==> config.mk <==
export PLATFORM = sky130hd
export DESIGN_NAME = lss_seq_top
export DESIGN_NICKNAME = d
export VERILOG_FILES = /design/src/rtl/lss_seq_pkg.sv /design/src/rtl/lss_seq_ctrl.sv /design/src/rtl/lss_seq_dp.sv /design/src/rtl/lss_seq_top.sv
export SDC_FILE = /design/constraint.sdc
export NUM_CORES = 1
export LEC_CHECK = 0
export CAP_MARGIN = 20
export CELL_PAD_IN_SITES_DETAIL_PLACEMENT = 1
export CELL_PAD_IN_SITES_GLOBAL_PLACEMENT = 1
export CORE_UTILIZATION = 37
export CTS_CLUSTER_SIZE = 14
export DETAILED_ROUTE_END_ITERATION = 8
export HOLD_SLACK_MARGIN = 0.02
export PLACE_DENSITY_LB_ADDON = 0.1
export SKIP_CTS_REPAIR_TIMING = 1
export SLEW_MARGIN = 40
export SYNTH_ARGS = -nofsm -noshare
export SYNTH_HDL_FRONTEND = slang
export SYNTH_HIERARCHICAL = 1
export SYNTH_SLANG_ARGS = --single-unit
export TNS_END_PERCENT = 1
==> constraint.sdc <==
create_clock -name clk -period 2.8 [get_ports clk]
set_clock_uncertainty 0.15 [all_clocks]
set_input_delay 0.84 -clock clk [delete_from_list [all_inputs] [get_ports clk]]
set_output_delay 0.84 -clock clk [all_outputs]
set_load 0.05 [all_outputs]
==> src/rtl/lss_seq_pkg.sv <==
package lss_seq_pkg;
  typedef struct packed {
    logic load;   // start a cycle at the first pixel
    logic adv;    // move to next pixel
    logic clr;    // end of cycle, go idle
    logic err;    // start pulse arrived mid-cycle
  } seqStrobe_t;
endpackage

==> src/rtl/lss_seq_ctrl.sv <==
module lss_seq_ctrl #(
  parameter int PIXELS = 128,
  localparam int CNT_W = $clog2(PIXELS + 1)
) (
  input  logic                      serIn,
  input  logic [CNT_W-1:0]          posCnt,
  output lss_seq_pkg::seqStrobe_t   strobe
);
  logic idle;
  logic atLast;

  assign idle   = (posCnt == '0);
  assign atLast = (posCnt == CNT_W'(PIXELS));

  always_comb begin
    strobe.load = serIn;
    strobe.adv  = !serIn && !idle && !atLast;
    strobe.clr  = !serIn && atLast;
    strobe.err  = serIn && !idle && !atLast;
  end
endmodule

==> src/rtl/lss_seq_dp.sv <==
module lss_seq_dp #(
  parameter int PIXELS     = 128,
  parameter int RESET_CLKS = 18,
  localparam int CNT_W = $clog2(PIXELS + 1),
  localparam int SEL_W = $clog2(PIXELS)
) (
  input  logic                    clk,
  input  logic                    rstN,
  input  lss_seq_pkg::seqStrobe_t strobe,
  output logic [CNT_W-1:0]        posCnt,
  output logic [SEL_W-1:0]        pixelSel,
  output logic                    outEn,
  output logic                    holdStrobe,
  output logic                    intReset,
  output logic                    serOut,
  output logic                    protoErr
);
  always_ff @(posedge clk or negedge rstN) begin
    if (!rstN) begin
      posCnt <= '0;
    end else if (strobe.load) begin
      posCnt <= CNT_W'(1);
    end else if (strobe.adv) begin
      posCnt <= posCnt + CNT_W'(1);
    end else if (strobe.clr) begin
      posCnt <= '0;
    end
  end

  always_ff @(posedge clk or negedge rstN) begin
    if (!rstN) protoErr <= 1'b0;
    else if (strobe.err) protoErr <= 1'b1;
  end

  assign outEn      = (posCnt != '0);
  assign pixelSel   = outEn ? SEL_W'(posCnt - CNT_W'(1)) : '0;
  assign holdStrobe = (posCnt == CNT_W'(1));
  assign intReset   = outEn && (posCnt <= CNT_W'(RESET_CLKS));
  assign serOut     = (posCnt == CNT_W'(PIXELS));
endmodule

==> src/rtl/lss_seq_top.sv <==
module lss_seq_top #(
  parameter int PIXELS     = 128,
  parameter int RESET_CLKS = 18,
  localparam int CNT_W = $clog2(PIXELS + 1),
  localparam int SEL_W = $clog2(PIXELS)
) (
  input  logic             clk,
  input  logic             rstN,
  input  logic             serIn,
  output logic [SEL_W-1:0] pixelSel,
  output logic             outEn,
  output logic             holdStrobe,
  output logic             intReset,
  output logic             serOut,
  output logic             protoErr
);
  lss_seq_pkg::seqStrobe_t strobe;
  logic [CNT_W-1:0] posCnt;

  lss_seq_ctrl #(.PIXELS(PIXELS)) uCtrl (
    .serIn (serIn),
    .posCnt(posCnt),
    .strobe(strobe)
  );

  lss_seq_dp #(.PIXELS(PIXELS), .RESET_CLKS(RESET_CLKS)) uDp (
    .clk       (clk),
    .rstN      (rstN),
    .strobe    (strobe),
    .posCnt    (posCnt),
    .pixelSel  (pixelSel),
    .outEn     (outEn),
    .holdStrobe(holdStrobe),
    .intReset  (intReset),
    .serOut    (serOut),
    .protoErr  (protoErr)
  );
endmodule

Yosys cells after proc, flatten, opt, wreduce, memory -nomap -nowiden
Cells that the tools add are included.
{"block": "word_totals", "regBits": 9, "input_bits": 3, "out_inout_bits": 12, "word_cells": 23}
{"block": "classes", "n_addsub": 2, "n_lt_le_gt_ge": 1, "eq_ne": 2, "mux": 4, "n_reduce_logical": 12}
{"op": "$mux W8", "n": 3}
{"op": "$add A8 B1 Y8 const B", "n": 1}
{"op": "$eq A8 B1 Y1 const B", "n": 1}
{"op": "$eq A8 B8 Y1 const B", "n": 1}
{"op": "$le A8 B5 Y1 const B", "n": 1}
{"op": "$logic_not A8 Y1", "n": 1}
{"op": "$reduce_bool A8 Y1", "n": 1}
{"op": "$mux W7", "n": 1}
{"op": "$sub A7 B1 Y7 const B", "n": 1}
{"op": "$logic_and A1 B1 Y1", "n": 6}
{"op": "$logic_not A1 Y1", "n": 3}
{"op": "$reduce_bool A3 Y1", "n": 1}

Depth between registers and ports, before layout
Gate-level depths: netlist (run 1).
{"block": "logic_depth", "depth_word": 6, "mapped_depth": 7, "ltp_nobuf": 5}

Hierarchy
The synthesis (run 1) kept the hierarchy.
{"mod": "lss_seq_dp", "instances": 1, "cells_each": 90, "area_each_um2": 752.0, "seq_area_each_um2": 225.2}
{"mod": "lss_seq_ctrl", "instances": 1, "cells_each": 6, "area_each_um2": 47.5, "seq_area_each_um2": 0.0}

Worst setup path after synthesis (run 1)
OpenSTA, ideal clock, no wires.
{"block": "synth_path", "path_kind": "reg-to-output", "start": "register uDp.posCnt[0]", "end": "output intReset", "t_arrival_ns": 3.480, "required_time_ns": 1.810, "slack_ns": -1.670, "stages_incl_launch_ff": 5, "n_path_buf": 0, "cell_sequence": "dfrtp_1 > inv_1 > ha_1 > a21o_1 > a2111oi_0"}
{"block": "synth_via", "elab_chain_len": 2, "word_cells_on_any_way": 3, "cone_classes": "order compare (1); reduce/logical (2)"}
{"element": "start, declared", "line_no": "lss_seq_dp.sv:10", "source": "output logic [CNT_W-1:0] posCnt,"}
{"element": "start signal, assigned", "line_no": "lss_seq_dp.sv:24", "source": "posCnt <= posCnt + CNT_W'(1);"}
{"element": "$le A8 B5 Y1 or $reduce_bool A8 Y1 (tied branches)", "line_no": "lss_seq_dp.sv:38, lss_seq_dp.sv:35"}
{"element": "$logic_and A1 B1 Y1 (*)", "line_no": "lss_seq_dp.sv:38", "source": "assign intReset = outEn && (posCnt <= CNT_W'(RESET_CLKS));"}
{"element": "end, declared", "line_no": "lss_seq_top.sv:13", "source": "output logic intReset,"}
Every way passes the cells marked *; elsewhere a longest branch is shown, timed or not.

Worst setup path in the final report (run 1)
Same ends and word-level chain as after synthesis.

==> out/qor.txt, run 1 <==
half-perimeter wire length of the detailed placement result -> 1800 µm
Netlist cell types -> 36
critical path data arrival time -> 1.73 ns
share of layout cells above drive strength 1 -> 32.5%
clock latency at the later pin of the worst-skew pair -> 0.27 ns
horizontal extent of the die -> 48.5 µm
post-placement cell count -> 137
total of max-cap violations -> 0
main combinational cell family by area after synthesis -> simple AND/OR/NAND/NOR gates
number of synthesized register bits -> 9
worst hold-check slack -> 0.327 ns
global-route wire length before repair -> 3950 µm
clock tree sinks -> 9
detail-routed via count per cell -> 5.79
cell count after synthesis -> 96
grt ovf -> 0
number of warning messages in the yosys log -> 6
fraction of the yosys area taken by sequential cells -> 28.2%
maximum clock frequency -> 367 MHz
H-tree lvl count -> 1
root cell of the clock tree -> sky130_fd_sc_hd__clkbuf_4
async set or reset register ratio after synthesis -> 100%
post-synthesis adder-cell area fraction -> 7.82%
area taken by multi-input logic gates -> 541 µm²
worst-case setup margin in the final layout -> 0.0781 ns
clock slew seen by the registers of the worst setup and hold paths -> 0.07 ns
portion of netlist area occupied by mux cells -> 2.82%
number of search-and-repair iterations in the first detailed-routing pass -> 4
standard-cell rows -> 16
maximum number of pins on one net before global-route repair -> 17
Place WS -> 0.292 ns
final max-slew violation count -> 0
startpoint kind of the worst setup timing path -> flip-flop
Post-Layout Cell Count -> 141
class of the tightest hold or removal check -> flip-flop to flip-flop
Final Wtd Congestion -> 0.769
y dimension of the die -> 48.5 µm
CP Capture Type -> output pin
final period demand of the worst path -> 2.72 ns
run status -> finished, final reports clean
Avg Inst Size Synth -> 8.33 µm²
count of input and output buffers -> 14
routed vias -> 817
number of nets still failing antenna checks after routing -> 0
worst-path maximum fanout -> 6
worst slew slack as a fraction of its limit -> 67.5%
complex-gate fraction of the synthesized area -> 17.2%
layout filler cell count -> 231
unrepaired setup endpoints after global routing -> yes
Die ar. -> 0.00235 mm²
Num CTS Buffers -> 3
all-layer global routing usage -> 22.2%
number of DRC violations after detailed routing -> 0
post-synthesis share of cell area spent on and, or, nand and nor gates -> 32.7%
EDFF count, synth -> 0
clock tree from TritonCTS -> yes
Setup Total Neg Slack -> 0 ns
total area of sequential cells -> 229 µm²
routed wire length -> 2310 µm
PD cells -> 471 mW/mm²
Routed WL per cell -> 16.4 µm
I/O pins -> 15
total core area -> 0.00200 mm²
via count of the first global-routing pass -> 797
WS Path Type -> flip-flop to output pin
most common library cell in the layout ignoring fill and taps -> sky130_fd_sc_hd__buf_12
CP Data Required Time -> 1.81 ns
Post-Synthesis Cell Area -> 800 µm²
Leakage -> 0.476 nW
final setup violating endpoints -> 0
Tightest Pin Transition -> 0.486 ns
effective utilization at floorplan -> 39.9%
total inserted antenna cells -> 0
maximum clock insertion buffer count -> 2
post-layout util -> 57.9%
Synth Area in XOR/XNOR -> 3.29%
antenna violations before repair -> 0
flip-flop cell with the highest count after synthesis -> sky130_fd_sc_hd__dfrtp_1
Layout area overhead -> 44.9%
commonest cells after routing, fill and taps aside -> sky130_fd_sc_hd__buf_12, sky130_fd_sc_hd__a21oi_1, sky130_fd_sc_hd__nor2_1
Layout Nets -> 123
Fin. Hold Viols -> 0
Mapped Nets -> 104
share of the clock period used by the worst path after layout -> 97.2%
starting DRC count in detailed routing -> 15
Worst VDD drop -> 0.317 mV
sequential cells by signal (all words and copies together), names as in the netlist:
register / flops
uDp/posCnt: 8
uDp/protoErr: 1
layer usage:
| metal | vias to the layer above | global-route usage, % | part of all wire, % | wire length, µm |
|---|---|---|---|---|
| met5 | - | 0 | 0 | 0 |
| met4 | 0 | 4.41 | 0.39 | 9 |
| met3 | 2 | 5.03 | 3.3 | 77 |
| met2 | 17 | 39.0 | 50 | 1160 |
| met1 | 415 | 27.9 | 46 | 1060 |
| li1 | 383 | - | - | - |
power breakdown:
part	leakage, nW	internal [mW]	total (mW)	switching, mW
logic	0.350	0.134	0.301	0.168
registers	0.111	0.134	0.139	0.00471
clock network	0.0150	0.0551	0.105	0.0496
through the flow:
| stage | area [µm²] | power [mW] |
|---|---|---|
| floorplan | 818 | 0.305 |
| detailed placement | 1120 | 0.440 |
| global route | 1160 | 0.573 |
| CTS | 1140 | 0.549 |
| global placement | 1120 | 0.434 |
| finish | 1160 | 0.545 |
path summary, 6_finish.rpt:
kind | from | to | slack (ns) | depth (start not counted)
worst max-delay path | uDp/posCnt[0] | intReset | 0.08 | 5
worst max register to register | uDp/posCnt[4] | uDp/posCnt[7] | 0.62 | 6
max in group asynchronous | rstN | uDp/posCnt[2] | 1.42 | 1
worst min-delay path | uDp/protoErr | uDp/protoErr | 0.33 | 1
worst min register to register | uDp/protoErr | uDp/protoErr | 0.33 | 1
min in group asynchronous | rstN | uDp/posCnt[7] | 0.74 | 1
layout make-up:
type	count	share of cell area, %
multi-input combinational	73	46.7
timing repair buffer	21	26.1
sequential	9	19.8
tap	27	2.92
clock buffer	4	2.27
inverter	7	2.27
worst max-delay path, cell delays in order, from the launching register on:
cell and delay [ns]:
sky130_fd_sc_hd__dfrtp_1 0.35, sky130_fd_sc_hd__inv_1 0.10, sky130_fd_sc_hd__ha_2 0.24, sky130_fd_sc_hd__a21o_1 0.19, sky130_fd_sc_hd__a2111oi_4 0.40, sky130_fd_sc_hd__buf_12 0.18
Yosys cell counts (3+ instances only):
library cell,count,area (µm²)
sky130_fd_sc_hd__ha_1,5,62.6
sky130_fd_sc_hd__xnor2_1,3,26.3
sky130_fd_sc_hd__nor2_1,9,33.8
sky130_fd_sc_hd__inv_1,7,26.3
sky130_fd_sc_hd__nand3_1,7,35.0
sky130_fd_sc_hd__nand2_1,6,22.5
sky130_fd_sc_hd__a21oi_1,10,50.1
sky130_fd_sc_hd__dfrtp_1,9,225
sky130_fd_sc_hd__or4_1,3,22.5
logic make-up after synthesis:
| group | Yosys count |
|---|---|
| AOI/OAI and AO/OA | 21 |
| muxes | 2 |
| DFF | 9 |
| and+or+nand+nor | 42 |
| buffers and inverters | 14 |
| adders and majority gates | 5 |
| xor gates and xnor gates | 3 |
Power figures use the tool's default switching activity.
==> inputs of run 2 (changes only) <==
--- a/config.mk
+++ b/config.mk
@@ -9,7 +9,6 @@
 export CELL_PAD_IN_SITES_DETAIL_PLACEMENT = 1
 export CELL_PAD_IN_SITES_GLOBAL_PLACEMENT = 1
 export CORE_UTILIZATION = 37
-export CTS_CLUSTER_SIZE = 14
 export DETAILED_ROUTE_END_ITERATION = 8
 export HOLD_SLACK_MARGIN = 0.02
 export PLACE_DENSITY_LB_ADDON = 0.1
@@ -19,4 +18,4 @@
 export SYNTH_HDL_FRONTEND = slang
 export SYNTH_HIERARCHICAL = 1
 export SYNTH_SLANG_ARGS = --single-unit
-export TNS_END_PERCENT = 1
+export TNS_END_PERCENT = 5
==> results of run 2 <==
The final DEF is identical to that of run 1; final timing and power are the same.
